--- src/rtl/lsm_pkg.sv ---
package lsm_pkg;
  localparam logic [5:0] OPC_LB  = 6'h20;
  localparam logic [5:0] OPC_LH  = 6'h21;
  localparam logic [5:0] OPC_LWL = 6'h22;
  localparam logic [5:0] OPC_LW  = 6'h23;
  localparam logic [5:0] OPC_LBU = 6'h24;
  localparam logic [5:0] OPC_LHU = 6'h25;
  localparam logic [5:0] OPC_LWR = 6'h26;
  localparam logic [5:0] OPC_SB  = 6'h28;
  localparam logic [5:0] OPC_SH  = 6'h29;
  localparam logic [5:0] OPC_SWL = 6'h2a;
  localparam logic [5:0] OPC_SW  = 6'h2b;
  localparam logic [5:0] OPC_SWR = 6'h2e;
  localparam logic [5:0] OPC_LL  = 6'h30;
  localparam logic [5:0] OPC_SC  = 6'h38;

  typedef enum logic [3:0] {
    K_BAD, K_LB, K_LBU, K_LH, K_LHU, K_LWL, K_LWR, K_LW,
    K_LL, K_SB, K_SH, K_SWL, K_SWR, K_SW, K_SC
  } acc_kind_t;

  typedef enum logic [1:0] {ST_IDLE, ST_READ, ST_WRITE, ST_DONE} seq_st_t;
endpackage

--- src/rtl/lsm_decode.sv ---
module lsm_decode
  import lsm_pkg::*;
#(
  parameter int OPW = 6
) (
  input  logic [OPW-1:0] op,
  output acc_kind_t      kind,
  output logic           valid,
  output logic           is_store,
  output logic           writes_reg
);
  always_comb begin
    case (6'(op))
      OPC_LB:  kind = K_LB;
      OPC_LBU: kind = K_LBU;
      OPC_LH:  kind = K_LH;
      OPC_LHU: kind = K_LHU;
      OPC_LWL: kind = K_LWL;
      OPC_LWR: kind = K_LWR;
      OPC_LW:  kind = K_LW;
      OPC_LL:  kind = K_LL;
      OPC_SB:  kind = K_SB;
      OPC_SH:  kind = K_SH;
      OPC_SWL: kind = K_SWL;
      OPC_SWR: kind = K_SWR;
      OPC_SW:  kind = K_SW;
      OPC_SC:  kind = K_SC;
      default: kind = K_BAD;
    endcase
  end

  always_comb begin
    valid    = (kind != K_BAD);
    is_store = (kind == K_SB) || (kind == K_SH) || (kind == K_SWL) ||
               (kind == K_SWR) || (kind == K_SW) || (kind == K_SC);
    writes_reg = valid && (!is_store || kind == K_SC);
  end
endmodule

--- src/rtl/lsm_lane.sv ---
module lsm_lane
  import lsm_pkg::*;
#(
  parameter int XLEN = 32
) (
  input  acc_kind_t       kind,
  input  logic [1:0]      off,
  input  logic [XLEN-1:0] mem_word,
  input  logic [XLEN-1:0] reg_word,
  output logic [XLEN-1:0] load_val,
  output logic [XLEN-1:0] store_val
);
  localparam int SHW = $clog2(XLEN);
  localparam int BW  = 8;
  localparam int HW  = 16;

  logic [SHW-1:0]  sh_byte, sh_half, sh_left;
  logic [BW-1:0]   byte_v;
  logic [HW-1:0]   half_v;
  logic [XLEN-1:0] ones, m_left, m_right;

  always_comb begin
    sh_byte = SHW'({~off, 3'b000});
    sh_half = SHW'({~off[1], 4'b0000});
    sh_left = SHW'({off, 3'b000});
    ones    = '1;
    byte_v  = BW'(mem_word >> sh_byte);
    half_v  = HW'(mem_word >> sh_half);
    m_left  = ones << sh_left;
    m_right = ones >> sh_byte;
  end

  always_comb begin
    case (kind)
      K_LB:    load_val = {{(XLEN-BW){byte_v[BW-1]}}, byte_v};
      K_LBU:   load_val = {{(XLEN-BW){1'b0}}, byte_v};
      K_LH:    load_val = {{(XLEN-HW){half_v[HW-1]}}, half_v};
      K_LHU:   load_val = {{(XLEN-HW){1'b0}}, half_v};
      K_LWL:   load_val = (mem_word << sh_left) | (reg_word & ~m_left);
      K_LWR:   load_val = (mem_word >> sh_byte) | (reg_word & ~m_right);
      default: load_val = mem_word;
    endcase
  end

  always_comb begin
    case (kind)
      K_SB: store_val = (mem_word & ~(XLEN'({BW{1'b1}}) << sh_byte)) |
                        (XLEN'(reg_word[BW-1:0]) << sh_byte);
      K_SH: store_val = (mem_word & ~(XLEN'({HW{1'b1}}) << sh_half)) |
                        (XLEN'(reg_word[HW-1:0]) << sh_half);
      K_SWL: store_val = (mem_word & ~(ones >> sh_left)) | (reg_word >> sh_left);
      K_SWR: store_val = (mem_word & ~(ones << sh_byte)) | (reg_word << sh_byte);
      K_SW, K_SC: store_val = reg_word;
      default: store_val = mem_word;
    endcase
  end
endmodule

--- src/rtl/lsm_seq.sv ---
module lsm_seq
  import lsm_pkg::*;
(
  input  logic clk,
  input  logic rst,
  input  logic start,
  input  logic op_valid,
  input  logic store_q,
  input  logic mem_busy,
  output logic capture,
  output logic rd_req,
  output logic wr_req,
  output logic rd_fire,
  output logic done
);
  seq_st_t st, st_nx;

  always_comb begin
    capture = (st == ST_IDLE) && start;
    rd_req  = (st == ST_READ);
    wr_req  = (st == ST_WRITE);
    done    = (st == ST_DONE);
    rd_fire = rd_req && !mem_busy;
  end

  always_comb begin
    st_nx = st;
    case (st)
      ST_IDLE:  if (start) st_nx = op_valid ? ST_READ : ST_DONE;
      ST_READ:  if (!mem_busy) st_nx = store_q ? ST_WRITE : ST_DONE;
      ST_WRITE: if (!mem_busy) st_nx = ST_DONE;
      default:  st_nx = ST_IDLE;
    endcase
  end

  always_ff @(posedge clk) begin
    if (rst) st <= ST_IDLE;
    else     st <= st_nx;
  end

  p_done_pulse_r10: assert property (@(posedge clk) disable iff (rst)
    done |=> !done);
  p_req_excl_r10: assert property (@(posedge clk) disable iff (rst)
    !(rd_req && wr_req));
  p_wr_after_rd_r10: assert property (@(posedge clk) disable iff (rst)
    $rose(wr_req) |-> $past(rd_req && !mem_busy));
endmodule

--- src/rtl/be_subword_lsu.sv ---
module be_subword_lsu
  import lsm_pkg::*;
#(
  parameter int XLEN = 32,
  parameter int OPW  = 6,
  parameter int RIDX = 5
) (
  input  logic            clk,
  input  logic            rst,
  input  logic            start,
  input  logic [OPW-1:0]  op_code,
  input  logic [XLEN-1:0] eff_addr,
  input  logic [RIDX-1:0] rt_idx,
  input  logic [XLEN-1:0] rt_old,
  output logic            mem_rd_req,
  output logic            mem_wr_req,
  output logic [XLEN-1:0] mem_addr,
  output logic [XLEN-1:0] mem_wdata,
  input  logic [XLEN-1:0] mem_rdata,
  input  logic            mem_busy,
  output logic            done,
  output logic            wb_en,
  output logic [RIDX-1:0] wb_idx,
  output logic [XLEN-1:0] wb_data,
  output logic            bad_op
);
  localparam int OFFW = 2;

  acc_kind_t kind_d, kind_q;
  logic valid_d, store_d, wreg_d;
  logic capture, rd_fire, seq_done;
  logic store_q, wbk_q, bad_q;
  logic [OFFW-1:0] off_q;
  logic [XLEN-1:0] addr_q, rt_q, wdata_q, wbd_q, load_v, store_v;
  logic [RIDX-1:0] rtn_q;

  lsm_decode #(.OPW(OPW)) dec_i (
    .op(op_code), .kind(kind_d), .valid(valid_d),
    .is_store(store_d), .writes_reg(wreg_d)
  );

  lsm_lane #(.XLEN(XLEN)) lane_i (
    .kind(kind_q), .off(off_q), .mem_word(mem_rdata), .reg_word(rt_q),
    .load_val(load_v), .store_val(store_v)
  );

  lsm_seq seq_i (
    .clk(clk), .rst(rst), .start(start), .op_valid(valid_d),
    .store_q(store_q), .mem_busy(mem_busy), .capture(capture),
    .rd_req(mem_rd_req), .wr_req(mem_wr_req), .rd_fire(rd_fire),
    .done(seq_done)
  );

  always_ff @(posedge clk) begin
    if (rst) begin
      kind_q  <= K_BAD;
      off_q   <= '0;
      addr_q  <= '0;
      rt_q    <= '0;
      rtn_q   <= '0;
      store_q <= 1'b0;
      wbk_q   <= 1'b0;
      bad_q   <= 1'b0;
      wdata_q <= '0;
      wbd_q   <= '0;
    end else begin
      if (capture) begin
        kind_q  <= kind_d;
        off_q   <= eff_addr[OFFW-1:0];
        addr_q  <= {eff_addr[XLEN-1:OFFW], {OFFW{1'b0}}};
        rt_q    <= rt_old;
        rtn_q   <= rt_idx;
        store_q <= store_d;
        wbk_q   <= wreg_d && (rt_idx != '0);
        bad_q   <= !valid_d;
      end
      if (rd_fire) begin
        wdata_q <= store_v;
        wbd_q   <= (kind_q == K_SC) ? XLEN'(1) : load_v;
      end
    end
  end

  always_comb begin
    mem_addr  = addr_q;
    mem_wdata = wdata_q;
    done      = seq_done;
    wb_en     = seq_done && wbk_q;
    wb_idx    = rtn_q;
    wb_data   = wbd_q;
    bad_op    = seq_done && bad_q;
  end

  p_same_addr_r1: assert property (@(posedge clk) disable iff (rst)
    mem_wr_req |-> mem_addr == $past(mem_addr));
  p_hold_rd_r10: assert property (@(posedge clk) disable iff (rst)
    (mem_rd_req && mem_busy) |=> mem_rd_req && $stable(mem_addr));
  p_hold_wr_r10: assert property (@(posedge clk) disable iff (rst)
    (mem_wr_req && mem_busy) |=> mem_wr_req && $stable(mem_wdata));
  p_bad_quiet_r11: assert property (@(posedge clk) disable iff (rst)
    bad_op |-> !wb_en);
  p_zero_dst_r12: assert property (@(posedge clk) disable iff (rst)
    wb_en |-> wb_idx != '0);
endmodule

--- config.mk ---
export PLATFORM = sky130hd
export DESIGN_NAME = be_subword_lsu
export DESIGN_NICKNAME = d
export VERILOG_FILES = /design/src/rtl/lsm_pkg.sv /design/src/rtl/lsm_decode.sv /design/src/rtl/lsm_lane.sv /design/src/rtl/lsm_seq.sv /design/src/rtl/be_subword_lsu.sv
export SDC_FILE = /design/constraint.sdc
export NUM_CORES = 1
export LEC_CHECK = 0
export BUFFER_PORTS_ARGS = -buffer_cell sky130_fd_sc_hd__buf_2
export CORE_ASPECT_RATIO = 0.6
export CORE_UTILIZATION = 40
export CTS_CLUSTER_DIAMETER = 200
export DETAILED_ROUTE_END_ITERATION = 16
export GPL_TIMING_DRIVEN = 0
export HOLD_SLACK_MARGIN = 0.03
export PLACE_DENSITY = 0.61
export SKIP_LAST_GASP = 1
export SLEW_MARGIN = 30
export SYNTH_ARGS = -nofsm -noshare
export SYNTH_HDL_FRONTEND = slang
export SYNTH_HIERARCHICAL = 1
export SYNTH_SLANG_ARGS = --single-unit
--- constraint.sdc ---
create_clock -name clk -period 4.1 [get_ports clk]
set_input_delay 0.205 -clock clk [delete_from_list [all_inputs] [get_ports clk]]
set_output_delay 0.205 -clock clk [all_outputs]
set_load 0.01 [all_outputs]
==> summary.txt <==
status: finished clean
Final Hold Violating Endpoints: 0
reg-to-reg slack, setup: 1210 ps
CTS buffer count: 17
GP Congestion: 0.997
port bufs: 214
ranking of synthesized cells by area: dfxtp_1 30%, mux2i_1 17%, nor2_1 6.8%
Placed Area: 11,000 sq um
number of flops mapped to enable cells by yosys: 0
top_reg_cell synth: dfxtp_1
switching power: 2.24 mW
origin of the worst setup path: off_q[0]
fin util: 52.6%
Routed WL: 44.1 mm
vias in the first global route: 9,600
final period utilization: 70.5%
Max Clock Freq: 346 MHz
num rows: 43
Core Box Area: 23,200 sq um
Worst EP required: 4420 ps
Mapped Cells: 1,105
initial antenna violation count: 0
Layout area overhead: 28.4%
total power: 5.58 mW
Met2 Wirelength: 17.2 mm
Critical Path Fanout Max: 10
count of non-filler cells in the finished layout: 1,732
WS Path Type: register to register
Avg Cell Area, Syn: 8.59 sq um
most frequent cells in the layout: 261 x buf_2, 173 x nor2_1, 164 x mux2i_1, 142 x dfxtp_1, 73 x o21ai_0
total track usage: 35.8%
Hold WS: 28.0 ps
post-route cell area: 12,200 sq um
Yosys top cell area share: 29.9%
worst-margin pin slew: 927 ps
WP data arrival: 3210 ps
CTS sink cnt: 142
DR vias/cell: 6.11
# setup viols final: 0
minimum clock period: 2890 ps
Setup crit end: mem_wdata[15]
iteration-0 DRC count of the detailed router: 1,334
post-synthesis sequential area ratio: 29.9%
DRC viols: 0
RR Endpoint: mem_wdata[15]
mapped cell area: 9490 sq um
combinational power share: 38.3%
Synth async-reset ratio: 0%
P_int: 3.35 mW
Max Cap Violations: 0
via count: 10,578
Starting Density: 40.9%
HPWL Detailed: 33.1 mm
nets@finish: 1,525
Power Density: 458 nW/um^2
Root Buffer: clkbuf_16
GRT Residual Overflow: 0
diode count: 0
share of cells above drive strength 1: 28.4%
HP Start: eff_addr[3]
die height: 121 um
Slew Limit Fails: 0
WL/cell: 25.5 um
worst hold path type: input pin to register
Worst VDD drop: 0.332 mV
first-pass GRT wire length: 63.5 mm
I/O pin count: 217
RSZ-0062 raised after global routing: false
H-tree levels: 4
Routed Antenna Nets: 0
1st-pass router iterations: 6
met3 WL post-DR: 5.20 mm
Seq pwr share: 33.8%
clk buf depth: 2
post-cts sizing count: 0
Die X: 201 um
CTS hold repair buffers: 65
reg2reg path depth: 8
TNS Setup: 0 ps
Clk pwr share: 27.9%
Netlist cell types: 79
slew margin rel.: 37.9%
most common cell after layout, fill and taps aside: buf_2
CTS clk-pin slew, worst paths: 70 ps
switch share: 40.1%
die area: 24,400 sq um
Synth Register Bits: 142
Pleak: 5.25 nW
latest clock arrival within the worst-skew pair: 440 ps
launching point of the worst reg2reg path: off_q[0]
pre-CTS WS: 1370 ps
largest net degree at the start of global routing: 17
cell accounting for the most synthesized area: dfxtp_1
Critical Path Source Type: register
Post-CTS Repair Setup Buffers: 0
yosys warns: 6
CTS tree: done
Post-Place Cells: 1,635
critical path capture point type: register
clk_skew: 11.2 ps
post-route setup slack: 1210 ps
DRT met1 WL: 20.7 mm
Max Used Layer: met4
## flip-flops by register name, summed over array words and instances (netlist names)
| signal | flops |
|---|---|
| bad_q | 1 |
| mem_wdata | 32 |
| wb_data | 32 |
| seq_i/st | 2 |
| mem_addr | 30 |
| off_q | 2 |
| wb_idx | 5 |
| kind_q | 4 |
| rt_q | 32 |
| wbk_q | 1 |
| store_q | 1 |
## critical path, stage by stage (launching register included)
cell and delay (ps):
dfxtp_1 390, inv_2 340, buf_1 580, clkbuf_1 590
nand2_1 100, a32oi_1 230, nand3_1 260, mux2i_1 210
nor2_1 50
## worst min-delay path by stage
stage,endpoint,slack (ps),cells past startpoint
finish,mem_addr[3],30,3
global route,wb_idx[1],50,3
CTS,mem_addr[3],30,3
detailed placement,rt_q[22],440,3
global placement,rt_q[24],440,3
floorplan,rt_q[10],350,2
## power by group through the flow
stage	logic [mW]	registers (mW)	clock network, mW
global route	2.26	1.90	1.65
global placement	2.01	1.90	0
detailed placement	2.01	1.90	0
floorplan	1.28	1.86	0
finish	2.14	1.89	1.56
CTS	2.07	1.87	1.57
## per-layer routing
layer  track usage [%]  up-vias
met5                 0        -
met4              10.1        0
met3              10.8       80
met2              49.0      650
met1              52.9     5164
li1                  -     4684
## area by class of cell
type / count / area (sq um)
clock inverters: 14 / 131
repair buffers: 279 / 1720
flip-flops and latches: 142 / 2840
clock buffers: 18 / 439
inverters: 23 / 86.3
well taps: 315 / 394
plain buffers: 93 / 569
fillers: 2257 / 11000
multi-input cells: 848 / 6010
## cell usage after synthesis (4+ instances only)
cell / instances
nor2_1: 173
mux2i_1: 164
dfxtp_1: 142
o21ai_0: 73
nand2_1: 65
a21oi_1: 56
buf_2: 47
a221o_1: 29
a22o_2: 27
inv_1: 22
o211ai_1: 20
nand3_1: 19
mux2_2: 18
a22o_1: 17
buf_4: 17
clkbuf_1: 14
o32a_1: 14
buf_6: 13
a211oi_1: 12
nand2b_1: 12
nor2b_1: 12
ha_1: 10
a211o_1: 8
a22oi_1: 8
a32oi_1: 6
and2_1: 5
mux4_2: 5
nor3_2: 5
o21ai_1: 5
a222oi_1: 4
and3_1: 4
nor3_1: 4
o21a_1: 4
o31ai_1: 4
## cells by family (layout without fill, tap and decap cells)
family                     after synthesis  count (layout)  synth area share [%]
DFF                                    142             142                  29.9
buffers and inverters                  116             427                  6.91
other                                    1               2                0.0395
AOI/OAI and AO/OA                      320             320                  24.9
muxes                                  188             188                  20.7
and+or+nand+nor                        326             326                  16.0
adders and majority gates               12              12                  1.53
Note: power is estimated with default switching activity, not from simulation.
